==> src/rtl/i2s_tx_pkg.sv <==
package i2s_tx_pkg;

  typedef enum logic {
    ST_IDLE   = 1'b0,
    ST_ACTIVE = 1'b1
  } txState_t;

  // Strobes from control to datapath, all qualified by fallTick.
  typedef struct packed {
    logic fallTick;   // bit clock falls at the end of this cycle
    logic loadEn;     // slot boundary: reload the shift register
    logic loadFifo;   // reload from the FIFO word (else zeros)
    logic wsNext;     // word select value for the coming bit period
  } txStrobe_t;

endpackage

==> src/rtl/i2s_tx_clkdiv.sv <==
module i2s_tx_clkdiv #(
  parameter int RATIO_W = 8
) (
  input  logic               clk,
  input  logic               rstN,
  input  logic [RATIO_W-1:0] ratio,
  output logic               bitClk,
  output logic               fallTick
);
  localparam int CNT_W = RATIO_W + 1;

  logic [CNT_W-1:0] cnt;
  logic [CNT_W-1:0] halfLast;
  logic             wrap;

  // Half period spans ratio+2 cycles: counter runs 0..ratio+1.
  assign halfLast = {1'b0, ratio} + CNT_W'(1);
  assign wrap     = (cnt >= halfLast);
  assign fallTick = wrap & bitClk;

  always_ff @(posedge clk) begin
    if (!rstN) begin
      cnt    <= '0;
      bitClk <= 1'b0;
    end else if (wrap) begin
      cnt    <= '0;
      bitClk <= ~bitClk;
    end else begin
      cnt    <= cnt + CNT_W'(1);
    end
  end

endmodule

==> src/rtl/i2s_tx_ctrl.sv <==
module i2s_tx_ctrl
  import i2s_tx_pkg::*;
#(
  parameter int WORD_W = 32,
  parameter int RES_W  = 6
) (
  input  logic             clk,
  input  logic             rstN,
  input  logic             fallTick,
  input  logic             txEnable,
  input  logic [RES_W-1:0] resolution,
  input  logic             fifoEmpty,
  output logic             fifoPop,
  output txStrobe_t        strobe
);
  localparam logic [RES_W-1:0] LAST_MAX = RES_W'(WORD_W - 1);

  txState_t         state, nState;
  logic [RES_W-1:0] bitPos, nPos, lastPos;
  logic             chan, nChan;
  logic             frameLive, nLive;
  logic             loadEn, loadFifo;
  logic             slotEnd;

  // Last bit index of a slot, with out-of-range widths clamped to a full word.
  always_comb begin
    if (resolution == '0 || resolution > RES_W'(WORD_W)) lastPos = LAST_MAX;
    else                                                 lastPos = resolution - RES_W'(1);
  end

  assign slotEnd = (bitPos >= lastPos);

  always_comb begin
    nState   = state;
    nPos     = bitPos;
    nChan    = chan;
    nLive    = frameLive;
    loadEn   = 1'b0;
    loadFifo = 1'b0;
    case (state)
      ST_IDLE: begin
        if (txEnable) begin
          // Start with a silent frame, left slot first.
          nState = ST_ACTIVE;
          nPos   = '0;
          nChan  = 1'b0;
          nLive  = 1'b0;
          loadEn = 1'b1;
        end
      end
      default: begin
        if (slotEnd) begin
          nPos   = '0;
          loadEn = 1'b1;
          if (chan) begin
            // Frame boundary.
            nChan = 1'b0;
            if (!txEnable) begin
              nState = ST_IDLE;
              nLive  = 1'b0;
            end else if (!fifoEmpty) begin
              loadFifo = 1'b1;
              nLive    = 1'b1;
            end else begin
              nLive    = 1'b0;
            end
          end else begin
            // Left-to-right boundary inside a frame.
            nChan = 1'b1;
            if (frameLive && !fifoEmpty) loadFifo = 1'b1;
          end
        end else begin
          nPos = bitPos + RES_W'(1);
        end
      end
    endcase
  end

  assign fifoPop = fallTick & loadFifo;
  assign strobe  = '{fallTick: fallTick, loadEn: loadEn, loadFifo: loadFifo, wsNext: nChan};

  always_ff @(posedge clk) begin
    if (!rstN) begin
      state     <= ST_IDLE;
      bitPos    <= '0;
      chan      <= 1'b0;
      frameLive <= 1'b0;
    end else if (fallTick) begin
      state     <= nState;
      bitPos    <= nPos;
      chan      <= nChan;
      frameLive <= nLive;
    end
  end

  // never consume from an empty FIFO
  p_pop_nonempty_r8: assert property (@(posedge clk) disable iff (!rstN)
    fifoPop |-> !fifoEmpty);

  // pop is a single-cycle pulse
  p_pop_single_r8: assert property (@(posedge clk) disable iff (!rstN)
    fifoPop |=> !fifoPop);

  // an idle serializer consumes nothing
  p_idle_no_pop_r7: assert property (@(posedge clk) disable iff (!rstN)
    (state == ST_IDLE) |-> !fifoPop);

endmodule

==> src/rtl/i2s_tx_datapath.sv <==
module i2s_tx_datapath
  import i2s_tx_pkg::*;
#(
  parameter int WORD_W = 32,
  parameter int RES_W  = 6
) (
  input  logic              clk,
  input  logic              rstN,
  input  txStrobe_t         strobe,
  input  logic [WORD_W-1:0] fifoData,
  input  logic [RES_W-1:0]  resolution,
  input  logic              bitClk,
  output logic              serialData,
  output logic              wordSel
);
  localparam int AMT_W = RES_W + 1;

  logic [WORD_W-1:0] shiftReg;
  logic [WORD_W-1:0] aligned;
  logic [AMT_W-1:0]  effRes;
  logic [AMT_W-1:0]  shiftAmt;

  // Move the low effRes bits of the word to the top so the MSB leaves first.
  always_comb begin
    if (resolution == '0 || {1'b0, resolution} > AMT_W'(WORD_W)) effRes = AMT_W'(WORD_W);
    else                                                          effRes = {1'b0, resolution};
    shiftAmt = AMT_W'(WORD_W) - effRes;
    aligned  = fifoData << shiftAmt;
  end

  always_ff @(posedge clk) begin
    if (!rstN) begin
      shiftReg   <= '0;
      serialData <= 1'b0;
      wordSel    <= 1'b0;
    end else if (strobe.fallTick) begin
      serialData <= shiftReg[WORD_W-1];
      wordSel    <= strobe.wsNext;
      if (strobe.loadEn) shiftReg <= strobe.loadFifo ? aligned : '0;
      else               shiftReg <= shiftReg << 1;
    end
  end

  // word select moves only with a falling bit clock
  p_ws_on_fall_r3: assert property (@(posedge clk) disable iff (!rstN)
    !$stable(wordSel) |-> $fell(bitClk));

  // data moves only with a falling bit clock
  p_data_on_fall_r3: assert property (@(posedge clk) disable iff (!rstN)
    !$stable(serialData) |-> $fell(bitClk));

endmodule

==> src/rtl/i2s_tx_serializer.sv <==
module i2s_tx_serializer
  import i2s_tx_pkg::*;
#(
  parameter int WORD_W  = 32,
  parameter int RATIO_W = 8,
  parameter int RES_W   = 6
) (
  input  logic               clk,
  input  logic               rstN,
  input  logic               txEnable,
  input  logic [RATIO_W-1:0] ratio,
  input  logic [RES_W-1:0]   resolution,
  input  logic [WORD_W-1:0]  fifoData,
  input  logic               fifoEmpty,
  output logic               fifoPop,
  output logic               bitClk,
  output logic               wordSel,
  output logic               serialData
);
  logic      fallTick;
  txStrobe_t strobe;

  i2s_tx_clkdiv #(.RATIO_W(RATIO_W)) u_clkdiv (
    .clk      (clk),
    .rstN     (rstN),
    .ratio    (ratio),
    .bitClk   (bitClk),
    .fallTick (fallTick)
  );

  i2s_tx_ctrl #(.WORD_W(WORD_W), .RES_W(RES_W)) u_ctrl (
    .clk        (clk),
    .rstN       (rstN),
    .fallTick   (fallTick),
    .txEnable   (txEnable),
    .resolution (resolution),
    .fifoEmpty  (fifoEmpty),
    .fifoPop    (fifoPop),
    .strobe     (strobe)
  );

  i2s_tx_datapath #(.WORD_W(WORD_W), .RES_W(RES_W)) u_datapath (
    .clk        (clk),
    .rstN       (rstN),
    .strobe     (strobe),
    .fifoData   (fifoData),
    .resolution (resolution),
    .bitClk     (bitClk),
    .serialData (serialData),
    .wordSel    (wordSel)
  );

endmodule

==> config.mk <==
export PLATFORM = sky130hd
export DESIGN_NAME = i2s_tx_serializer
export DESIGN_NICKNAME = d
export VERILOG_FILES = /design/src/rtl/i2s_tx_pkg.sv /design/src/rtl/i2s_tx_clkdiv.sv /design/src/rtl/i2s_tx_ctrl.sv /design/src/rtl/i2s_tx_datapath.sv /design/src/rtl/i2s_tx_serializer.sv
export SDC_FILE = /design/constraint.sdc
export NUM_CORES = 1
export LEC_CHECK = 0
export BUFFER_PORTS_ARGS = -buffer_cell sky130_fd_sc_hd__buf_2
export CAP_MARGIN = 20
export CORE_MARGIN = 3
export CORE_UTILIZATION = 51
export DETAILED_ROUTE_END_ITERATION = 6
export PLACE_DENSITY_LB_ADDON = 0.1
export SETUP_SLACK_MARGIN = 0.15
export SLEW_MARGIN = 20
export SYNTH_ARGS = -nofsm -noshare
export SYNTH_HDL_FRONTEND = slang
export SYNTH_HIERARCHICAL = 1
export SYNTH_SLANG_ARGS = --single-unit
==> constraint.sdc <==
create_clock -name clk -period 3.3 [get_ports clk]
set_input_delay 0.165 -clock clk [delete_from_list [all_inputs] [get_ports clk]]
set_output_delay 0.165 -clock clk [all_outputs]
set_load 0.01 [all_outputs]
**Word-level counts from Yosys, hierarchy flattened**

Cells that the tools add are included.

- $add $sub $neg: 5
- Order comparisons: 4
- Equal/unequal tests: 2
- Shifts and indexed selects: 1
- Mux-type cells: 26
- Bitwise gates (word level): 4
- Reductions and logical operators: 10

Operator list:

| cell | count |
|---|---|
| 2-to-1 mux 32 bit | 2 |
| left shift 32 x 7 -> 32 bit | 1 |
| 2-to-1 mux 6 bit | 5 |
| 2-to-1 mux 1 bit | 19 |
| greater-than comparator 6 bit (second input constant) | 2 |
| adder 8 x 1 -> 9 bit (second input constant) | 1 |
| adder 9 x 1 -> 9 bit (second input constant) | 1 |
| >= comparator 9 bit | 1 |
| subtractor 6 x 6 -> 7 bit (first input constant) | 1 |
| adder 6 x 1 -> 6 bit (second input constant) | 1 |
| >= comparator 6 bit | 1 |
| logical NOT 6 bit | 1 |
| subtractor 6 x 1 -> 6 bit (second input constant) | 1 |
| inequality test 2 bit (second input constant) | 2 |
| AND reduction 4 bit | 1 |
| AND reduction 3 bit | 1 |
| AND 1 bit | 2 |
| logical OR 1 bit | 2 |
| inverter 1 bit | 2 |
| AND reduction 2 bit | 1 |
| nonzero test 2 bit | 1 |
| OR reduction 2 bit | 1 |
| logical AND 1 bit | 1 |
| logical NOT 1 bit | 1 |

- Flip-flop bits (word level): 52
- Input port bits: 50
- Output and inout port bits: 4
- Logic and storage cells: 60

**Depth between registers and ports, before layout**

- Word-level depth: 8
- Depth in mapped cells: 16
- Depth with buffers taken out: 15

**By module**

Netlist, hierarchy kept.

By module, submodules not included:

| module | instances | cells each | area an instance (um2) | sequential area each (um2) |
|---|---|---|---|---|
| i2s_tx_datapath | 1 | 441 | 3418.3 | 680.7 |
| i2s_tx_ctrl | 1 | 107 | 839.6 | 180.2 |
| i2s_tx_clkdiv | 1 | 80 | 699.4 | 200.2 |

**Worst setup path after synthesis**

Ideal clock, no wire load.

- Path type: in2reg
- Start: input port ratio[0]
- End: register u_datapath.shiftReg[0]
- Library setup time: 0.073 ns
- Arrival time: 2.835 ns
- Required time: 3.227 ns
- Slack: 0.392 ns
- Stages: 14
- Path buffers: 4
- Cells stage by stage: and3_1 > nand3_1 > or2_1 > xor2_1 > ha_1 > nand2_1 > or3_4 > a21boi_2 > buf_4 > clkbuf_1 > clkbuf_1 > clkbuf_1 > nand3_1 > a21oi_1

- Word-level cells in the longest chain between the ends: 3

RTL lines:

| what | RTL line | source |
|---|---|---|
| from (decl) | i2s_tx_serializer.sv:11 | `input logic [RATIO_W-1:0] ratio,` |
| adder 8 x 1 -> 9 bit | i2s_tx_clkdiv.sv:17 | `assign halfLast = {1'b0, ratio} + CNT_W'(1);` |
| >= comparator 9 bit | i2s_tx_clkdiv.sv:18 | `assign wrap = (cnt >= halfLast);` |
| AND 1 bit | i2s_tx_clkdiv.sv:19 | `assign fallTick = wrap & bitClk;` |
| via fallTick | i2s_tx_serializer.sv:20 | `logic fallTick;` |
| to (signal assigned) | i2s_tx_datapath.sv:39 | `if (strobe.loadEn) shiftReg <= strobe.loadFifo ? aligned : '0;` |
| to (signal assigned) | i2s_tx_datapath.sv:40 | `else shiftReg <= shiftReg << 1;` |
| to (decl) | i2s_tx_datapath.sv:18 | `logic [WORD_W-1:0] shiftReg;` |

The timed path passes the listed nets, and every way through them passes these cells.
A chain may end at the register's enable or synchronous reset.

==> impl_metrics.json <==
{
  "critical_path.max_fanout": 8,
  "multi_input_area_sq_um": 3580,
  "synth_nets": 699,
  "hold_class": "input pin to flop",
  "critPathTopFamily": "simple AND/OR/NAND/NOR gates",
  "clock-sinks": 53,
  "setup_viol": 0,
  "min_period_ns": 2.83,
  "dp_hpwl_mm": 10.2,
  "cts_inserted_buffers": 5,
  "clk_latency_ns": 0.31,
  "fmax_ghz": 0.353,
  "ir_drop_mv": 0.185,
  "synth_cells": 628,
  "hold_buffers": 0,
  "min_to": "u_ctrl/frameLive",
  "synth_edf_count": 0,
  "grt_pass1_vias": 4409,
  "outcome": "finished clean",
  "vias": 4879,
  "cts_tree": "done",
  "crit_required_ns": 3.51,
  "ff2ff_setup_slack_ns": 0.73,
  "fillers": 930,
  "slew_headroom_pct": 51.6,
  "final_area_sq_um": 5430,
  "critical_path.cell_chain": "buf_2 > inv_1 > ha_1 > and2_1 > xor2_1 > nor2_1 > ha_1 > nand4_1 > o221ai_1 > and4b_1 > and2_0 > nand2_1 > nor2_1 > a21oi_1 > a211oi_1",
  "fin_setup_tns_ns": 0,
  "whs_ns": 0.162,
  "critPathSlowestCell": "ha_1",
  "die_y_um": 105,
  "final_nets": 736,
  "crit-reg2reg-capture": "u_ctrl/bitPos[4]",
  "netlist_area_sq_um": 4960,
  "drive_gt1_share_pct": 20.6,
  "hold_viol": 0,
  "ios": 54,
  "hp-start": "fifoEmpty",
  "postSynth.asyncResetShare_pct": 0,
  "crit_path_end_kind": "flop",
  "place_area_sq_um": 5340,
  "syn_avg_cell_area_sq_um": 7.89,
  "rr_worst_depth": 10,
  "yosysSeqAreaShare_pct": 21.4,
  "fin_crit_sh_pct": 85.7,
  "io_buffers": 53,
  "drt_iter0_markers": 449,
  "core-area_sq_um": 9330,
  "drcViolationCount": 0,
  "clockBufferDepth": 2,
  "gr-total-overflow": 0,
  "final-max-slew-violation-count": 0,
  "critPathKind": "input pin to flop",
  "wl_mm": 13.5,
  "row_count": 35,
  "ys.flop_type": "dfxtp_1",
  "yosysWarnings": 6,
  "die_x_um": 105,
  "seqCellArea_sq_um": 1060,
  "grt_pass1_wl_mm": 22.2,
  "fin_skew_ns": 0.0132,
  "wl_per_cell_um": 17.0,
  "critPathMaxStageDelay_ns": 0.30,
  "antenna_cells": 0,
  "leakagePower_nw": 2.01,
  "critPathLaunchType": "input pin",
  "grt_usage_pct": 24.4,
  "powerDensity_nw_per_um2": 292,
  "timing.rr.start": "u_clkdiv/cnt[0]",
  "cts.clk_slew.worst_paths_ns": 0.10,
  "firstDrtPassIters": 5,
  "cts-htree-levels": 2,
  "syn_to_final_growth_pct": 9.57,
  "drv_cap": 0,
  "start_util_pct": 53.1,
  "die-area_sq_um": 10900,
  "synth_seq_cells": 53,
  "cts_root_buffer": "clkbuf_8",
  "viasPerCell": 6.14,
  "worstHoldPathCells": 3,
  "rsz0062_at_grt": "false",
  "cts-resized-gates": 0,
  "postRouteAntennaNets": 0,
  "ys_types": 73,
  "routabilityCongestion": 0.935,
  "worst_pin_slew_ns": 0.725,
  "worstPathArrival_ns": 3.04,
  "cp_num_buf_inv": 2,
  "grt_max_degree": 70,
  "grt_antenna_before_repair": 0,
  "cts_setup_buffers": 0,
  "power_mw": 1.59
}
==> worst register-to-register path, delay by kind of cell (launching register included) <==
| family | cells | cell delay (ns) |
|---|---|---|
| and+or+nand+nor | 2 | 0.55 |
| buffers and inverters | 1 | 0.06 |
| DFF | 1 | 0.38 |
| AOI/OAI and AO/OA | 6 | 1.26 |
| adders and majority gates | 1 | 0.27 |
==> power by group <==
| part | total [mW] | leakage [nW] | switching [mW] | internal, mW |
|---|---|---|---|---|
| Combinational | 0.561 | 1.54 | 0.335 | 0.226 |
| Sequential | 0.650 | 0.427 | 0.00622 | 0.644 |
| Clock | 0.376 | 0.0374 | 0.226 | 0.150 |
==> layer usage <==
| metal | part of all wire (%) | vias to the layer above | routed length (um) | GRT usage (%) |
|---|---|---|---|---|
| li1 | - | 2389 | - | - |
| met4 | 2.1 | 0 | 290 | 6.84 |
| met3 | 7.9 | 20 | 1070 | 3.15 |
| met5 | 0 | - | 0 | 0 |
| met2 | 44 | 223 | 5930 | 37.0 |
| met1 | 46 | 2247 | 6240 | 36.3 |
==> stage by stage <==
stage               setup slack (ns)  util (%)  std cells
global route                   0.160      58.2        795
CTS                            0.450      58.2        795
floorplan                      0.392         -        628
finish                         0.470      58.2        795
global placement               0.254      57.3        787
detailed placement             0.144      57.3        787
==> flip-flops by register name, summed over array words and instances (netlist names) <==
register,count
u_ctrl/state,1
u_clkdiv/bitClk,1
u_ctrl/chan,1
u_datapath/wordSel,1
u_ctrl/frameLive,1
u_datapath/serialData,1
u_clkdiv/cnt,9
u_datapath/shiftReg,32
u_ctrl/bitPos,6
==> cells in the final DEF, fill, tap and decap left out, types with 7 or more instances in the layout <==
| cell type | n |
|---|---|
| a21oi_1 | 39 |
| nor2_1 | 53 |
| nor3_1 | 12 |
| o22ai_1 | 22 |
| nor2b_1 | 12 |
| buf_2 | 53 |
| a31oi_1 | 11 |
| o221ai_1 | 8 |
| buf_4 | 22 |
| xnor2_1 | 9 |
| ha_1 | 21 |
| o21ai_0 | 48 |
| dfxtp_1 | 53 |
| nand2b_1 | 16 |
| mux4_2 | 29 |
| mux2i_1 | 7 |
| nand3_1 | 28 |
| xor2_1 | 11 |
| o21ai_1 | 8 |
| inv_1 | 23 |
| nand2_1 | 75 |
==> synth_stat cells, drive strengths merged (4+ instances only) <==
| library cell | count | area share (%) |
|---|---|---|
| nand2 | 75 | 5.7 |
| o21ai | 58 | 6.0 |
| nor2 | 55 | 4.2 |
| dfxtp | 53 | 21 |
| a21oi | 40 | 4.1 |
| mux4 | 29 | 13 |
| nand3 | 29 | 3.0 |
| clkbuf | 28 | 2.1 |
| inv | 23 | 1.7 |
| o22ai | 22 | 2.8 |
| ha | 21 | 5.3 |
| buf | 18 | 2.6 |
| nand2b | 16 | 2.0 |
| nor2b | 13 | 1.8 |
| nor3 | 13 | 1.4 |
| a31oi | 11 | 1.4 |
| xor2 | 11 | 1.9 |
| xnor2 | 10 | 1.9 |
| o221ai | 8 | 1.4 |
| mux2i | 7 | 1.4 |
| a211oi | 5 | 0.86 |
| a22oi | 5 | 0.86 |
| and2 | 5 | 0.63 |
| nand3b | 5 | 0.76 |
| o311ai | 5 | 0.88 |
| o31ai | 5 | 0.76 |
| or2 | 5 | 0.63 |
| or3 | 5 | 0.83 |
| and3 | 4 | 0.50 |
| nor4 | 4 | 0.50 |
| o21a | 4 | 0.61 |
==> how the worst max path moves through the flow <==
stage,end,start,depth (start not counted)
after floorplan,u_datapath/shiftReg[0],ratio[0],14
after global placement,u_datapath/shiftReg[18],resolution[4],14
after detailed placement,u_datapath/shiftReg[19],resolution[0],15
after CTS,u_datapath/shiftReg[19],resolution[0],15
after global routing,u_datapath/shiftReg[4],resolution[0],15
final,u_datapath/shiftReg[6],resolution[0],15
==> area by class of cell <==
type | instances | area share (%)
Multi-Input combinational cell | 505 | 65.9
Tap cell | 129 | 2.97
Clock inverter | 2 | 0.276
Inverter | 24 | 1.66
Sequential cell | 53 | 19.5
Timing Repair Buffer | 76 | 8.29
Clock buffer | 6 | 1.34
==> kinds of logic after synthesis <==
logic type                 share of synthesized area, %
AOI/OAI and AO/OA                                  24.4
xor gates and xnor gates                           3.86
adders and majority gates                          5.30
buffers and inverters                              6.56
DFF                                                21.4
muxes                                              15.0
and+or+nand+nor                                    23.4
(Power assumes the default switching activity.)
